`config.mk`:
```
export PLATFORM = sky130hd
export DESIGN_NAME = pwm_cmp_out_unit
export DESIGN_NICKNAME = d
export VERILOG_FILES = /design/src/rtl/pwm_cmp_pkg.sv /design/src/rtl/pwm_mode_decode.sv /design/src/rtl/pwm_event_resolve.sv /design/src/rtl/pwm_wave_fsm.sv /design/src/rtl/pwm_cmp_out_unit.sv
export SDC_FILE = /design/constraint.sdc
export NUM_CORES = 1
export LEC_CHECK = 0
export ABC_AREA = 1
export BUFFER_PORTS_ARGS = -buffer_cell sky130_fd_sc_hd__buf_4
export CAP_MARGIN = 20
export CELL_PAD_IN_SITES_DETAIL_PLACEMENT = 2
export CELL_PAD_IN_SITES_GLOBAL_PLACEMENT = 2
export CORE_ASPECT_RATIO = 1.2
export CORE_MARGIN = 2
export CORE_UTILIZATION = 17
export CTS_CLUSTER_DIAMETER = 40
export DETAILED_ROUTE_END_ITERATION = 8
export PLACE_DENSITY = 0.77
export REMOVE_ABC_BUFFERS = 1
export SETUP_SLACK_MARGIN = 0.4
export SLEW_MARGIN = 10
export SYNTH_ARGS = -nofsm -noshare
export SYNTH_HDL_FRONTEND = slang
export SYNTH_SLANG_ARGS = --single-unit
```
`constraint.sdc`:
```
create_clock -name clk -period 1.4 [get_ports clk]
set_clock_uncertainty 0.1 [all_clocks]
set_input_delay 0 -clock clk [delete_from_list [all_inputs] [get_ports clk]]
set_output_delay 0 -clock clk [all_outputs]
set_load 0.03 [all_outputs]
```
`src/rtl/pwm_cmp_pkg.sv`:
```
package pwm_cmp_pkg;

    typedef enum logic [1:0] {
        FAM_NONPWM = 2'd0,
        FAM_FAST   = 2'd1,
        FAM_PHASE  = 2'd2,
        FAM_RSVD   = 2'd3
    } wave_fam_t;

    typedef enum logic [1:0] {
        ACT_HOLD = 2'd0,
        ACT_SET  = 2'd1,
        ACT_CLR  = 2'd2,
        ACT_TGL  = 2'd3
    } wave_act_t;

    typedef enum logic {
        WAVE_LOW  = 1'b0,
        WAVE_HIGH = 1'b1
    } wave_state_t;

    localparam int MODE_W   = 4;
    localparam int ACTION_W = 2;

endpackage

```
`src/rtl/pwm_mode_decode.sv`:
```
module pwm_mode_decode
    import pwm_cmp_pkg::*;
(
    input  logic [MODE_W-1:0] wave_mode,
    output wave_fam_t         family,
    output logic              toggle_ok
);

    localparam logic [MODE_W-1:0] FAST_TGL_MODE  = MODE_W'(15);
    localparam logic [MODE_W-1:0] PHASE_TGL_MODE = MODE_W'(9);

    always_comb begin
        unique case (wave_mode)
            4'd0, 4'd4, 4'd12:
                family = FAM_NONPWM;
            4'd5, 4'd6, 4'd7, 4'd14, 4'd15:
                family = FAM_FAST;
            4'd1, 4'd2, 4'd3, 4'd8, 4'd9, 4'd10, 4'd11:
                family = FAM_PHASE;
            default:
                family = FAM_RSVD;
        endcase
    end

    always_comb begin
        unique case (family)
            FAM_NONPWM: toggle_ok = 1'b1;
            FAM_FAST:   toggle_ok = (wave_mode == FAST_TGL_MODE);
            FAM_PHASE:  toggle_ok = (wave_mode == PHASE_TGL_MODE);
            FAM_RSVD:   toggle_ok = 1'b0;
        endcase
    end

endmodule

```
`src/rtl/pwm_event_resolve.sv`:
```
module pwm_event_resolve
    import pwm_cmp_pkg::*;
#(
    parameter int CNT_W = 16
) (
    input  wave_fam_t           family,
    input  logic                toggle_ok,
    input  logic [ACTION_W-1:0] out_action,
    input  logic [CNT_W-1:0]    cnt_val,
    input  logic                cnt_up,
    input  logic                cnt_at_bottom,
    input  logic [CNT_W-1:0]    cmp_val,
    input  logic [CNT_W-1:0]    top_val,
    input  logic                force_cmp,
    output logic                cmp_hit,
    output logic                connected,
    output wave_act_t           action
);

    logic      cmp_is_top;
    logic      fast_hit;
    wave_act_t raw_act;

    assign cmp_hit    = (cnt_val == cmp_val);
    assign cmp_is_top = (cmp_val == top_val);
    assign fast_hit   = cmp_hit && !cmp_is_top;

    always_comb begin
        connected = 1'b0;
        raw_act   = ACT_HOLD;
        unique case (family)
            FAM_NONPWM: begin
                connected = (out_action != 2'b00);
                if (cmp_hit || force_cmp) begin
                    unique case (out_action)
                        2'b01:   raw_act = ACT_TGL;
                        2'b10:   raw_act = ACT_CLR;
                        2'b11:   raw_act = ACT_SET;
                        default: raw_act = ACT_HOLD;
                    endcase
                end
            end
            FAM_FAST: begin
                unique case (out_action)
                    2'b01: begin
                        connected = toggle_ok;
                        if (cmp_hit) raw_act = ACT_TGL;
                    end
                    2'b10: begin
                        connected = 1'b1;
                        if (fast_hit)           raw_act = ACT_CLR;
                        else if (cnt_at_bottom) raw_act = ACT_SET;
                    end
                    2'b11: begin
                        connected = 1'b1;
                        if (fast_hit)           raw_act = ACT_SET;
                        else if (cnt_at_bottom) raw_act = ACT_CLR;
                    end
                    default: begin
                        connected = 1'b0;
                    end
                endcase
            end
            FAM_PHASE: begin
                unique case (out_action)
                    2'b01: begin
                        connected = toggle_ok;
                        if (cmp_hit) raw_act = ACT_TGL;
                    end
                    2'b10: begin
                        connected = 1'b1;
                        if (cmp_hit) raw_act = cnt_up ? ACT_CLR : ACT_SET;
                    end
                    2'b11: begin
                        connected = 1'b1;
                        if (cmp_hit) raw_act = cnt_up ? ACT_SET : ACT_CLR;
                    end
                    default: begin
                        connected = 1'b0;
                    end
                endcase
            end
            FAM_RSVD: begin
                connected = 1'b0;
            end
        endcase
    end

    assign action = connected ? raw_act : ACT_HOLD;

endmodule

```
`src/rtl/pwm_wave_fsm.sv`:
```
module pwm_wave_fsm
    import pwm_cmp_pkg::*;
(
    input  logic      clk,
    input  logic      rst_n,
    input  wave_act_t action,
    output logic      wave_level
);

    wave_state_t state_q;
    wave_state_t state_d;

    always_ff @(posedge clk or negedge rst_n) begin
        if (!rst_n) state_q <= WAVE_LOW;
        else        state_q <= state_d;
    end

    always_comb begin
        state_d = state_q;
        unique case (action)
            ACT_HOLD: state_d = state_q;
            ACT_SET:  state_d = WAVE_HIGH;
            ACT_CLR:  state_d = WAVE_LOW;
            ACT_TGL:  state_d = (state_q == WAVE_HIGH) ? WAVE_LOW : WAVE_HIGH;
        endcase
    end

    always_comb begin
        unique case (state_q)
            WAVE_LOW:  wave_level = 1'b0;
            WAVE_HIGH: wave_level = 1'b1;
        endcase
    end


    toggle_flip_chk: assert property (@(posedge clk) disable iff (!rst_n)
        (action == ACT_TGL) |=> (state_q != $past(state_q)));


    hold_stable_chk: assert property (@(posedge clk) disable iff (!rst_n)
        (action == ACT_HOLD) |=> $stable(state_q));

endmodule

```
`src/rtl/pwm_cmp_out_unit.sv`:
```
module pwm_cmp_out_unit
    import pwm_cmp_pkg::*;
#(
    parameter int CNT_W = 16
) (
    input  logic                clk,
    input  logic                rst_n,
    input  logic [MODE_W-1:0]   wave_mode,
    input  logic [ACTION_W-1:0] out_action,
    input  logic [CNT_W-1:0]    cnt_val,
    input  logic                cnt_up,
    input  logic                cnt_at_top,
    input  logic                cnt_at_bottom,
    input  logic [CNT_W-1:0]    cmp_val,
    input  logic [CNT_W-1:0]    top_val,
    input  logic                force_cmp,
    input  logic                port_drv,
    output logic                pin_out
);

    wave_fam_t family;
    logic      toggle_ok;
    logic      cmp_hit;
    logic      connected;
    wave_act_t action;
    logic      wave_level;
    logic      top_seen;

    pwm_mode_decode u_decode (
        .wave_mode (wave_mode),
        .family    (family),
        .toggle_ok (toggle_ok)
    );

    pwm_event_resolve #(.CNT_W(CNT_W)) u_resolve (
        .family        (family),
        .toggle_ok     (toggle_ok),
        .out_action    (out_action),
        .cnt_val       (cnt_val),
        .cnt_up        (cnt_up),
        .cnt_at_bottom (cnt_at_bottom),
        .cmp_val       (cmp_val),
        .top_val       (top_val),
        .force_cmp     (force_cmp),
        .cmp_hit       (cmp_hit),
        .connected     (connected),
        .action        (action)
    );

    pwm_wave_fsm u_fsm (
        .clk        (clk),
        .rst_n      (rst_n),
        .action     (action),
        .wave_level (wave_level)
    );

    assign pin_out  = connected ? wave_level : port_drv;
    // The TOP flag causes no transition in this channel; it is carried only for the checks below.
    assign top_seen = cnt_at_top;


    force_ignored_chk: assert property (@(posedge clk) disable iff (!rst_n)
        (family != FAM_NONPWM && force_cmp && !cmp_hit && !cnt_at_bottom)
        |=> $stable(wave_level));


    fast_bottom_set_chk: assert property (@(posedge clk) disable iff (!rst_n)
        (family == FAM_FAST && out_action == 2'b10 && cnt_at_bottom && !cmp_hit)
        |=> wave_level);


    top_match_ignored_chk: assert property (@(posedge clk) disable iff (!rst_n)
        (family == FAM_FAST && out_action[1] && cmp_hit && (cmp_val == top_val)
         && !cnt_at_bottom) |=> $stable(wave_level));


    phase_up_clear_chk: assert property (@(posedge clk) disable iff (!rst_n)
        (family == FAM_PHASE && out_action == 2'b10 && cmp_hit && cnt_up)
        |=> !wave_level);


    top_flag_no_effect_chk: assert property (@(posedge clk) disable iff (!rst_n)
        (top_seen && out_action == 2'b00) |=> $stable(wave_level));

endmodule

```
======== Word level (Yosys, flattened, before mapping) ========
Memories as Yosys holds them, arrays and structs flattened.
Cells that the tools add are included.
cells by class
  eq/ne operators ......................... 13
  mux-type cells .......................... 22
  bitwise operators ....................... 1
  reductions and logical operators ........ 8
operator list
  kind                                                                   count
  16-bit equality test                                                   2
  2-bit one-hot mux with 3 select lines                                  4
  2-bit two-way mux                                                      10
  2-bit equality test, second input constant                             6
  4-bit equality test, second input constant                             2
  2-bit by 1-bit equality test with 1-bit output, second input constant  3
  1-bit one-hot mux with 3 select lines                                  2
  2-bit zero test                                                        2
  1-bit two-way mux                                                      4
  1-bit one-hot mux with 2 select lines                                  2
  2-bit OR reduction                                                     2
  2-bit nonzero test                                                     1
  1-bit logical AND                                                      1
  1-bit zero test                                                        1
  1-bit logical OR                                                       1
  1-bit NOT                                                              1
storage, ports and cells
  register bits after elaboration ......... 1
  bits in read-only memories .............. 32
  input port bits ......................... 61
  output and inout bits ................... 1
  word-level logic and storage cells ...... 46
  memories kept ........................... 1
memories
  name             depth  width  rd ports  clocked after Yosys merged registers in  wr ports  RTL line               RTL
  (no name shown)  16     2      1         0                                        0         pwm_mode_decode.sv:13  unique case (wave_mode)

======== Longest topological paths before layout ========
Gate-level depths: netlist (run 1).
  depth in word-level cells ............... 9
  mapped depth ............................ 18

======== Modules after synthesis ========
A second synthesis (run 1) with hierarchy kept.
unflattened totals
  cells, all modules ...................... 245
  area total of the unflattened synthesis .. 1168.6 um^2
by module, submodules not included
  module             instances  cells each  area each (um^2)  seq. area each (um^2)
  pwm_event_resolve  1          214         1007.2            0.0
  pwm_mode_decode    1          21          102.6             0.0
  pwm_wave_fsm       1          6           43.8              25.0
  pwm_cmp_out_unit   1          4           15.0              0.0

======== Worst setup path after synthesis (run 1) ========
No wires, ideal clock.
  path kind ............................... in2out
  from .................................... in wave_mode[3]
  to ...................................... out pin_out
  arrival ................................. 1686 ps
  slack ................................... -386 ps
  stages .................................. 11
  buffers on the path ..................... 0
  path through ............................ inv_1 nor3_1 a21oi_1 o21a_1 inv_1 ha_1 o21ai_0 a311oi_1 o21bai_1 a21oi_1 a31oi_1
on the way
  word-level cells in the longest chain between the ends .. 6
  elaborated cells between the ends (all ways) .. 12
ends and longest elaborated chain
  what                                       RTL line                                          RTL
  from (decl)                                pwm_cmp_out_unit.sv:8                             input logic [MODE_W-1:0] wave_mode,
  memory 16 x 2 bit                          n/a
  2-bit equality test                        pwm_mode_decode.sv:26, pwm_event_resolve.sv:31
  1-bit two-way mux                          n/a
  1-bit one-hot mux with 2 select lines      pwm_event_resolve.sv:44, pwm_event_resolve.sv:65
  1-bit one-hot mux with 3 select lines (*)  pwm_event_resolve.sv:31                           unique case (family)
  1-bit two-way mux (*)                      pwm_cmp_out_unit.sv:57                            assign pin_out = connected ? wave_level : port_drv;
  to (decl)                                  pwm_cmp_out_unit.sv:18                            output logic pin_out
Every way passes the cells marked *; elsewhere a longest branch is shown, timed or not.

======== Final worst setup path (run 1) ========
  from .................................... in wave_mode[2]
  to ...................................... out pin_out
Same word-level chain as after synthesis.

==> impl_results.rst, run 1 <==
.. list-table::
   :header-rows: 1

   * - Metric
     - Value
   * - Port Buffers
     - 60
   * - Initial Util
     - 17.70%
   * - I/O pin cnt
     - 62
   * - Final RePlAce weighted congestion
     - 0.6663
   * - Worst r2r path cells
     - 3
   * - Final Util
     - 34.11%
   * - Die span in y
     - 88.16 µm
   * - Total via count in the routed design
     - 1,495
   * - Global routing usage summed across all routing layers
     - 11.19%
   * - Number of max-slew violations in the final report
     - 0
   * - Outcome
     - finished with violations
   * - Number of nets with antenna violations after detailed routing
     - 0
   * - Number of register bits inferred by synthesis
     - 1
   * - Initial DRC count
     - 21
   * - Leading cell types in the layout, fill and taps excluded
     - 82 x nand2_1, 74 x buf_4, 41 x inv_1
   * - Failing checks
     - setup timing
   * - Syn Std Cell Area
     - 1003 µm²
   * - Fraction of the cycle the final worst path needs
     - 120.0%
   * - Clk slew on worst S/H paths
     - 0 ns
   * - Post-Synthesis Mean Instance Area
     - 4.895 µm²
   * - Average vias per placed instance
     - 4.063
   * - Registers with the most flip-flops
     - u_fsm.state_q x1
   * - Worst path top cell family by delay
     - buffers and inverters
   * - Total buffers and inverters traversed by the critical path
     - 6
   * - Worst path max stage delay
     - 0.20 ns
   * - Endpoint arrival time on the critical path
     - 1.58 ns
   * - Required time at the worst-slack endpoint
     - 1.30 ns
   * - Critical Path, Cell by Cell
     - buf_4, buf_4, o21a_1, buf_4, buf_4, buf_4, ha_1, o21bai_4, a31oi_1, buf_4
   * - CP Capture Type
     - output pin
   * - Detailed-route DRC error count
     - 0
   * - Synth Warn #
     - 0
   * - Classification of the worst-slack hold path
     - primary input to asynchronous set/reset pin
   * - Type of the setup path with the least slack
     - primary input to output pin
   * - Num rows
     - 30
   * - Max-cap violations
     - 0
   * - Post-DP HPWL
     - 3388 µm
   * - CP max stage cell
     - o21a_1
   * - Die extent in x
     - 74.14 µm
   * - Final critical path time including I/O delays and setup
     - 1.680 ns
   * - 1st-pass router iterations
     - 2
   * - Top cell by count, worst path
     - buf_4
   * - Most frequent standard cell in the layout excluding fill and tap cells
     - nand2_1
   * - Instance count on the critical path
     - 10
   * - Max Clk Rate
     - 595.2 MHz
   * - Worst Setup Start Kind
     - primary input
   * - Total power consumption of the routed design
     - 580.7 µW
   * - Die Area
     - 6536 µm²
   * - Tightest slew margin relative to the limit
     - 82.33%
   * - Wire length of the first global-routing pass
     - 6051 µm
   * - Final Routed Wirelength
     - 4087 µm
   * - Share of layout cells above drive strength 1
     - 42.71%
   * - Worst setup slack after placement
     - -0.4719 ns
   * - Net count, final
     - 359
   * - Power per standard cell area
     - 300.4 nW/µm²
   * - Peak supply drop
     - 0.1563 mV
   * - Initial antenna violation count
     - 0
   * - Part of the Yosys area used for sequential elements
     - 2.494%
   * - Number of flip-flops in the largest register
     - 1
   * - Number of instances in the synthesized netlist
     - 205
   * - Placeable core region
     - 5668 µm²
   * - Leftover overflow at the end of global routing
     - 0
   * - Signed area change from the synthesized netlist to the final layout
     - 92.64%
   * - Distinct cell type count after synthesis
     - 24
   * - Setup repair after global routing missed its margin
     - true
   * - Number of diodes added for antenna fixing
     - 0
   * - Total negative slack
     - -0.5525 ns
   * - CP max FO
     - 4
   * - Final number of hold-violating endpoints
     - 0
   * - Source-to-sink clock delay at the later pin of the worst-skew pair
     - 0 ns
   * - Average detailed-routed wire length per instance
     - 11.11 µm
   * - Actual slew at the worst max-slew pin
     - 0.2651 ns
   * - Setup WS post-layout
     - -0.2800 ns
   * - Via count of the first global-routing pass
     - 1,534
   * - Largest Register
     - u_fsm.state_q
   * - Largest net degree at the start of global routing
     - 10
   * - Setup-failing EPs final
     - 2
   * - Static Leakage
     - 0.001194 µW
-- logic make-up after synthesis --
logic type	Yosys count	share of synthesized area [%]
and+or+nand+nor	130	55.11
AOI/OAI and AO/OA	8	5.238
xor gates and xnor gates	11	9.601
buffers and inverters	47	17.58
DFF	1	2.493
adders and majority gates	8	9.975
-- worst paths after layout --
path,startpoint,to,slack [ns]
min reg2reg,u_fsm.state_q,u_fsm.state_q,0.40
min,rst_n,u_fsm.state_q,0.22
max in group asynchronous,rst_n,u_fsm.state_q,0.90
max reg2reg,u_fsm.state_q,u_fsm.state_q,0.64
min in group clk,port_drv,pin_out,0.31
max,wave_mode[2],pin_out,-0.28
-- final cells by class --
| class | instances | area [µm²] |
|---|---|---|
| Sequential cell | 1 | 25.02 |
| Inverter | 47 | 181.4 |
| Multi-Input combinational cell | 157 | 963.4 |
| Fill cell | 724 | 3735 |
| Tap cell | 80 | 100.1 |
| Timing Repair Buffer | 83 | 663.1 |
-- metrics by stage --
stage | cells | area [µm²] | hold slack, ns
after floorplan | 205 | 1003 | -0.3956
after global placement | 359 | 1659 | -0.3245
after detailed placement | 359 | 1659 | -0.3239
after CTS | 362 | 1699 | 0.2274
after global routing | 368 | 1933 | 0.2406
final | 368 | 1933 | 0.2221
-- cell usage after synthesis, drive strengths merged --
master | number | area (µm²)
o21bai | 1 | 7.510
a311oi | 1 | 8.760
o211ai | 1 | 7.510
a31oi | 1 | 6.260
xor2 | 1 | 8.760
dfrtp | 1 | 25.02
o21a | 1 | 7.510
nor2 | 22 | 101.4
nand2 | 91 | 354.1
and3 | 1 | 6.260
o21ai | 1 | 5.000
ha | 8 | 100.1
nor3 | 1 | 5.000
a21oi | 2 | 10.01
or2 | 1 | 6.260
nand3 | 14 | 80.08
xnor2 | 10 | 87.58
inv | 47 | 176.4
-- layer usage --
| layer | up-vias | track usage [%] | share of wire (%) |
|---|---|---|---|
| met2 | 39 | 24.84 | 57 |
| met3 | 0 | 0.9206 | 5.8 |
| met5 | - | 0 | 0 |
| met4 | 0 | 0 | 0 |
| li1 | 766 | - | - |
| met1 | 690 | 11.38 | 38 |
-- report_power, final --
part	total [µW]	switching (µW)	leakage, µW	internal, µW
clock	0	0	0	0
sequential	47.4	7.23	0.0000120	40.2
combinational	533	246	0.00118	287
total	581	253	0.00119	327
-- repair_timing --
action | 4_1_cts | 5_1_grt
setup buffers | 2 | 6
pin swaps | 6 | 22
cloned | 0 | 0
setup endpoints to repair | 2 | 2
endpoints found under the hold margin | 1 | 0
resized for setup | 7 | 44
hold buffers | 1 | 0
Note: power is estimated with default switching activity, not from simulation.
==> inputs of run 2 (changes only) <==
==> constraint.sdc (replaced) <==
create_clock -name clk -period 1.4 [get_ports clk]
set_clock_uncertainty 0.1 [all_clocks]
set_input_delay 0.07 -clock clk [delete_from_list [all_inputs] [get_ports clk]]
set_output_delay 0.07 -clock clk [all_outputs]
set_load 0.03 [all_outputs]
==> run 2 against run 1 <==
The flow still finishes with violations (setup timing). Die area stayed put. Global-route usage rose by 0.60 points. First-iteration DRC count shrank 24%. Critical path type unchanged. Highest routed layer unchanged.
==> impl_results.rst, run 2 (synthesized netlist as in run 1, its figures left out) <==
.. list-table::
   :header-rows: 1

   * - Metric
     - Value
   * - Power dissipated by switching net loads
     - 237.8 µW (was 253.2 µW)
   * - Number of flip-flops in the largest register
     - 1 (unchanged)
   * - Final RePlAce weighted congestion
     - 0.6634 (was 0.6663)
   * - Share of layout cells above drive strength 1
     - 37.32% (was 42.71%)
   * - Final Routed Wirelength
     - 3985 µm (was 4087 µm)
   * - Worst Setup Start Kind
     - primary input (unchanged)
   * - Leading cell types in the layout, fill and taps excluded
     - 85 x nand2_1, 75 x buf_4, 42 x inv_1 (was 82 x nand2_1, 74 x buf_4, 41 x inv_1)
   * - Wire length of the first global-routing pass
     - 6354 µm (was 6051 µm)
   * - Max Clk Rate
     - 546.1 MHz (was 595.2 MHz)
   * - Initial antenna violation count
     - 0 (unchanged)
   * - Share of total power in sequential cells
     - 8.4% (was 8.2%)
   * - Actual slew at the worst max-slew pin
     - 0.2734 ns (was 0.2651 ns)
   * - Global-route met1 utilization
     - 12.13% (was 11.38%)
   * - Registers with the most flip-flops
     - u_fsm.state_q x1 (unchanged)
   * - Die Area
     - 6536 µm² (unchanged)
   * - Failing checks
     - setup timing (unchanged)
   * - Die span in y
     - 88.16 µm (unchanged)
   * - Setup repair after global routing missed its margin
     - true (unchanged)
   * - 1st-pass router iterations
     - 3 (was 2)
   * - Final number of hold-violating endpoints
     - 0 (unchanged)
   * - Via count of the first global-routing pass
     - 1,561 (was 1,534)
   * - Total power consumption of the routed design
     - 544.8 µW (was 580.7 µW)
   * - Largest net degree at the start of global routing
     - 10 (unchanged)
   * - Dpl cell area
     - 1659 µm² (unchanged)
   * - Clk slew on worst S/H paths
     - 0 ns (about the same)
   * - Peak supply drop
     - 0.1355 mV (was 0.1563 mV)
   * - Final critical path time including I/O delays and setup
     - 1.831 ns (was 1.680 ns)
   * - Number of max-slew violations in the final report
     - 0 (unchanged)
   * - Final Util
     - 31.96% (was 34.11%)
   * - Number of nets with antenna violations after detailed routing
     - 0 (unchanged)
   * - Setup WS post-layout
     - -0.4311 ns (was -0.2800 ns)
   * - Endpoint arrival time on the critical path
     - 1.66 ns (was 1.58 ns)
   * - Required time at the worst-slack endpoint
     - 1.23 ns (was 1.30 ns)
   * - Largest Register
     - u_fsm.state_q (unchanged)
   * - Post-DP HPWL
     - 3424 µm (was 3388 µm)
   * - Signed area change from the synthesized netlist to the final layout
     - 80.55% (was 92.64%)
   * - Setup-failing EPs final
     - 2 (unchanged)
   * - Fraction of power consumed by the clock network
     - 0% (about the same)
   * - Leftover overflow at the end of global routing
     - 0 (unchanged)
   * - Minimum setup slack among reg-to-reg paths
     - 0.66 ns (was 0.64 ns)
   * - Cell internal pwr
     - 307.0 µW (was 327.5 µW)
   * - Average vias per placed instance
     - 4.027 (was 4.063)
   * - Static Leakage
     - 0.001112 µW (was 0.001194 µW)
   * - I/O pin cnt
     - 62 (unchanged)
   * - Fraction of the cycle the final worst path needs
     - 130.8% (was 120.0%)
   * - Power per standard cell area
     - 300.7 nW/µm² (was 300.4 nW/µm²)
   * - Most frequent standard cell in the layout excluding fill and tap cells
     - nand2_1 (unchanged)
   * - Classification of the worst-slack hold path
     - primary input to asynchronous set/reset pin (unchanged)
   * - Switching Fraction
     - 43.65% (was 43.61%)
   * - Initial DRC count
     - 16 (was 21)
   * - Tightest slew margin relative to the limit
     - 81.78% (was 82.33%)
   * - Number of diodes added for antenna fixing
     - 0 (unchanged)
   * - Layer carrying the most global-route usage
     - met2 (unchanged)
   * - Number of inserted filler cells in the final layout
     - 709 (was 724)
   * - Net count, final
     - 355 (was 359)
   * - Total negative slack
     - -0.8080 ns (was -0.5525 ns)
   * - Worst setup slack after placement
     - -0.6870 ns (was -0.4719 ns)
   * - Outcome
     - finished with violations (unchanged)
   * - Die extent in x
     - 74.14 µm (unchanged)
   * - CP max FO
     - 4 (unchanged)
   * - Port Buffers
     - 60 (unchanged)
   * - Placeable core region
     - 5668 µm² (unchanged)
   * - Met3 capacity usage during global routing
     - 1.151% (was 0.9206%)
   * - CP Capture Type
     - output pin (unchanged)
   * - Average detailed-routed wire length per instance
     - 10.95 µm (was 11.11 µm)
   * - Summed area of non-filler cells in the final layout
     - 1812 µm² (was 1933 µm²)
   * - Share of power burned in combinational logic
     - 91.6% (was 91.8%)
   * - Total via count in the routed design
     - 1,466 (was 1,495)
   * - Initial Util
     - 17.70% (unchanged)
   * - Source-to-sink clock delay at the later pin of the worst-skew pair
     - 0 ns (about the same)
   * - Detailed-route DRC error count
     - 0 (unchanged)
   * - Max-cap violations
     - 0 (unchanged)
   * - Met2 layer usage reported by global route
     - 25.73% (was 24.84%)
   * - Num rows
     - 30 (unchanged)
   * - Type of the setup path with the least slack
     - primary input to output pin (unchanged)
   * - Global routing usage summed across all routing layers
     - 11.79% (was 11.19%)
[run 2: critical path: stages]
cell and delay, ns:
buf_8 0.10, inv_4 0.05, nor3_4 0.03, a21oi_2 0.10, o21a_1 0.16, inv_2 0.06
ha_4 0.17, nand2_2 0.06, nand2_2 0.06, a311oi_4 0.33, o21bai_4 0.10, a31oi_1 0.17
buf_4 0.18
[run 2: cell type report]
class	count	area, µm²	share of cell area, %
repair buffers	78	603.1	33.29
multi-input cells	158	902.1	49.79
inverters	47	181.4	10.01
flip-flops and latches	1	25.02	1.381
well taps	80	100.1	5.525
[run 2: path summary, 6_finish.rpt]
kind,start,end,cells past startpoint
max in group asynchronous,rst_n,u_fsm.state_q,2
min in group clk,u_fsm.state_q,u_fsm.state_q,2
hold / removal,rst_n,u_fsm.state_q,2
hold reg to reg,u_fsm.state_q,u_fsm.state_q,2
setup / recovery,wave_mode[0],pin_out,13
setup reg to reg,u_fsm.state_q,u_fsm.state_q,3
[run 2: metal layers]
layer,share of wire [%],vias up
met4,0,0
met5,0,-
met1,37,667
met3,5.2,0
met2,57,39
li1,-,760
[run 2: what timing repair did]
item	in CTS	in global routing
gates cloned	0	1
gates resized for setup	11	19
hold endpoints to repair	1	0
pin swaps	4	12
setup endpoints to repair	2	2
hold buffers	1	0
buffers inserted	1	2
[run 2: metrics by stage]
stage | hold WS, ns | instances
2_1_floorplan | -0.3256 | 205
3_3_place_gp | -0.2544 | 359
3_5_place_dp | -0.2539 | 359
4_1_cts | 0.2974 | 361
5_1_grt | 0.3228 | 364
6_report | 0.3000 | 364
[run 2: power by group through the flow]
stage          registers [µW]  logic (µW)  clock network, µW
2_1_floorplan            44.0         200                  0
3_5_place_dp             46.3         447                  0
6_report                 45.9         499                  0
4_1_cts                  46.3         469                  0
3_3_place_gp             45.4         427                  0
5_1_grt                  46.8         561                  0
==> inputs of run 3 (changes only) <==
Settings changed: CORE_UTILIZATION 17 to 18, PLACE_DENSITY 0.77 to 0.78.
Clock period 1.4 ns to 1.8 ns, I/O delays scaled along.
==> run 3 against run 2 <==
The run still ends with setup timing left. Register-to-register slack improved by 0.36 ns. Combinational power decreased by 22%. Sequential power decreased by 20%. Global-route usage increased by 0.27 points. Worst setup slack improved by 0.40 ns. Final area decreased by 1.5%. Power decreased by 22%. First-iteration DRC count increased by 50%. Via count decreased by 0.68%. Sequential share of layout area about the same. Utilization increased by 1.5 points. Critical path depth unchanged.
==> impl_results.rst, run 3 (synthesized netlist as in run 1, its figures left out) <==
.. list-table::
   :header-rows: 1

   * - Metric
     - Value
   * - Worst r2r path cells
     - 3 (unchanged)
   * - Worst r2r src
     - u_fsm.state_q (unchanged)
   * - Fraction of the cycle the final worst path needs
     - 101.5%
   * - Clk slew on worst S/H paths
     - 0 ns (about the same)
   * - Worst setup slack after placement
     - -0.2546 ns (was -0.6870 ns)
   * - Wire length of the first global-routing pass
     - 6334 µm (was 6354 µm)
   * - Detailed-route DRC error count
     - 0 (unchanged)
   * - Worst Setup Start Kind
     - primary input (unchanged)
   * - Initial antenna violation count
     - 0 (unchanged)
   * - Share of total power in sequential cells
     - 8.6% (was 8.4%)
   * - Die extent in x
     - 72.16 µm (was 74.14 µm)
   * - Multi-input gate area
     - 924.6 µm² (was 902.1 µm²)
   * - Number of nets with antenna violations after detailed routing
     - 0 (unchanged)
   * - Final number of hold-violating endpoints
     - 0 (unchanged)
   * - Number of inserted filler cells in the final layout
     - 690 (was 709)
   * - Actual slew at the worst max-slew pin
     - 0.3019 ns (was 0.2734 ns)
   * - Tightest slew margin relative to the limit
     - 79.87% (was 81.78%)
   * - Initial DRC count
     - 24 (was 16)
   * - Worst path max stage delay
     - 0.34 ns (was 0.33 ns)
   * - Power per standard cell area
     - 238.2 nW/µm² (was 300.7 nW/µm²)
   * - Total buffers and inverters traversed by the critical path
     - 4 (unchanged)
   * - Worst path top cell family by delay
     - compound AO/OA/AOI/OAI gates (unchanged)
   * - Final Routed Wirelength
     - 3775 µm (was 3985 µm)
   * - FF+latch area
     - 25.02 µm² (unchanged)
   * - Number of diodes added for antenna fixing
     - 0 (unchanged)
   * - Total power consumption of the routed design
     - 425.3 µW (was 544.8 µW)
   * - Initial Util
     - 18.81% (was 17.70%)
   * - Total via count in the routed design
     - 1,456 (was 1,466)
   * - I/O pin cnt
     - 62 (unchanged)
   * - Minimum setup slack among reg-to-reg paths
     - 1.02 ns (was 0.66 ns)
   * - Setup-failing EPs final
     - 1 (was 2)
   * - Signed area change from the synthesized netlist to the final layout
     - 77.93% (was 80.55%)
   * - Average detailed-routed wire length per instance
     - 11.04 µm (was 10.95 µm)
   * - Switching Fraction
     - 44.67% (was 43.65%)
   * - Setup repair after global routing missed its margin
     - true (unchanged)
   * - Largest Register
     - u_fsm.state_q (unchanged)
   * - Die span in y
     - 85.79 µm (was 88.16 µm)
   * - Critical Path, Cell by Cell
     - buf_8, inv_4, nor3_4, a21oi_2, o21a_1, inv_2, ha_4, o21ai_2, a311oi_2, o21bai_4, a21oi_2, a31oi_2, buf_6 (was buf_8, inv_4, nor3_4, a21oi_2, o21a_1, inv_2, ha_4, nand2_2, nand2_2, a311oi_4, o21bai_4, a31oi_1, buf_4)
   * - Port Buffers
     - 60 (unchanged)
   * - Leading cell types in the layout, fill and taps excluded
     - 85 x nand2_1, 70 x buf_4, 40 x inv_1 (was 85 x nand2_1, 75 x buf_4, 42 x inv_1)
   * - 1st-pass router iterations
     - 4 (was 3)
   * - Most frequent standard cell in the layout excluding fill and tap cells
     - nand2_1 (unchanged)
   * - Endpoint arrival time on the critical path
     - 1.64 ns (was 1.66 ns)
   * - CP max stage cell
     - a311oi_2 (was a311oi_4)
   * - Source-to-sink clock delay at the later pin of the worst-skew pair
     - 0 ns (about the same)
   * - Die Area
     - 6191 µm² (was 6536 µm²)
   * - Outcome
     - finished with violations (unchanged)
   * - Average vias per placed instance
     - 4.257 (was 4.027)
   * - Placeable core region
     - 5334 µm² (was 5668 µm²)
   * - Share of layout cells above drive strength 1
     - 38.21% (was 37.32%)
   * - Top cell by count, worst path
     - a21oi_2 (was nand2_2)
   * - Global routing usage summed across all routing layers
     - 12.06% (was 11.79%)
   * - Total negative slack
     - -0.02666 ns (was -0.8080 ns)
   * - Cell internal pwr
     - 235.3 µW (was 307.0 µW)
   * - Number of flip-flops in the largest register
     - 1 (unchanged)
   * - Static Leakage
     - 0.001110 µW (was 0.001112 µW)
   * - Power dissipated by switching net loads
     - 190.0 µW (was 237.8 µW)
   * - Peak supply drop
     - 0.1240 mV (was 0.1355 mV)
   * - Setup WS post-layout
     - -0.02666 ns (was -0.4311 ns)
   * - Number of max-slew violations in the final report
     - 0 (unchanged)
   * - Max-cap violations
     - 0 (unchanged)
   * - Leftover overflow at the end of global routing
     - 0 (unchanged)
   * - Classification of the worst-slack hold path
     - primary input to asynchronous set/reset pin (unchanged)
   * - Required time at the worst-slack endpoint
     - 1.61 ns (was 1.23 ns)
   * - Num rows
     - 29 (was 30)
   * - Final RePlAce weighted congestion
     - 0.6884 (was 0.6634)
   * - Registers with the most flip-flops
     - u_fsm.state_q x1 (unchanged)
   * - Failing checks
     - setup timing (unchanged)
   * - Post-DP HPWL
     - 3326 µm (was 3424 µm)
   * - Share of power burned in combinational logic
     - 91.4% (was 91.6%)
   * - Net count, final
     - 351 (was 355)
   * - Max Clk Rate
     - 547.4 MHz
   * - Count of placed standard cells in the final layout, fillers left out
     - 342 (was 364)
   * - Via count of the first global-routing pass
     - 1,577 (was 1,561)
   * - Largest net degree at the start of global routing
     - 10 (unchanged)
   * - CP Capture Type
     - output pin (unchanged)
   * - Endpoint of the worst register-to-register path
     - u_fsm.state_q (unchanged)
   * - Dpl cells
     - 336 (was 359)
   * - Fraction of power consumed by the clock network
     - 0% (about the same)
   * - CP max FO
     - 4 (unchanged)
   * - Type of the setup path with the least slack
     - primary input to output pin (unchanged)
   * - Final critical path time including I/O delays and setup
     - 1.827 ns
## run 3: per-stage QoR
step / cell area [µm²] / util, % / hold WS, ns
floorplan: 1003 / - / -0.3056
global placement: 1599 / 29.98 / -0.2343
detailed placement: 1599 / 29.98 / -0.2292
CTS: 1658 / 31.08 / 0.3127
global route: 1785 / 33.47 / 0.3345
finish: 1785 / 33.47 / 0.3158
## run 3: layout make-up
type | count | share of cell area, %
Multi-Input combinational cell | 158 | 51.79
Tap cell | 62 | 4.345
Inverter | 47 | 10.16
Sequential cell | 1 | 1.402
Timing Repair Buffer | 74 | 32.31
## run 3: worst reg2reg max path: cells and delay by family (launching register included)
kind | cells | cell delay, ns
flip-flops | 1 | 0.37
buffers and inverters | 1 | 0.09
AND/OR/NAND/NOR | 2 | 0.15
## run 3: worst max path at each step
stage | cells after the start | from | endpoint | slack, ns
2_1_floorplan | 11 | wave_mode[3] | pin_out | -0.17
4_1_cts | 14 | wave_mode[3] | pin_out | -0.05
5_1_grt | 13 | wave_mode[0] | pin_out | -0.14
3_5_place_dp | 13 | wave_mode[3] | pin_out | -0.25
6_report | 13 | wave_mode[0] | pin_out | -0.03
3_3_place_gp | 13 | wave_mode[3] | pin_out | -0.16
## run 3: power groups by stage
| stage | registers (µW) | logic (µW) | clock network (µW) |
|---|---|---|---|
| finish | 36.6 | 389 | 0 |
| global route | 38.3 | 436 | 0 |
| CTS | 36.9 | 358 | 0 |
| detailed placement | 36.0 | 339 | 0 |
| global placement | 36.1 | 325 | 0 |
| floorplan | 34.2 | 155 | 0 |
## run 3: layer usage
| metal | vias up | track usage [%] | part of all wire, % |
|---|---|---|---|
| li1 | 749 | - | - |
| met1 | 672 | 12.96 | 37 |
| met2 | 35 | 26.19 | 57 |
| met3 | 0 | 0.5875 | 5.2 |
| met4 | 0 | 0 | 0 |
| met5 | - | 0 | 0 |
## run 3: repair_timing
item,in CTS,in global routing
resized for setup,13,24
setup buffers,1,3
pin swaps,8,11
endpoints found under the setup margin,2,2
endpoints found under the hold margin,1,0
cloned,0,1
hold buffers,1,0
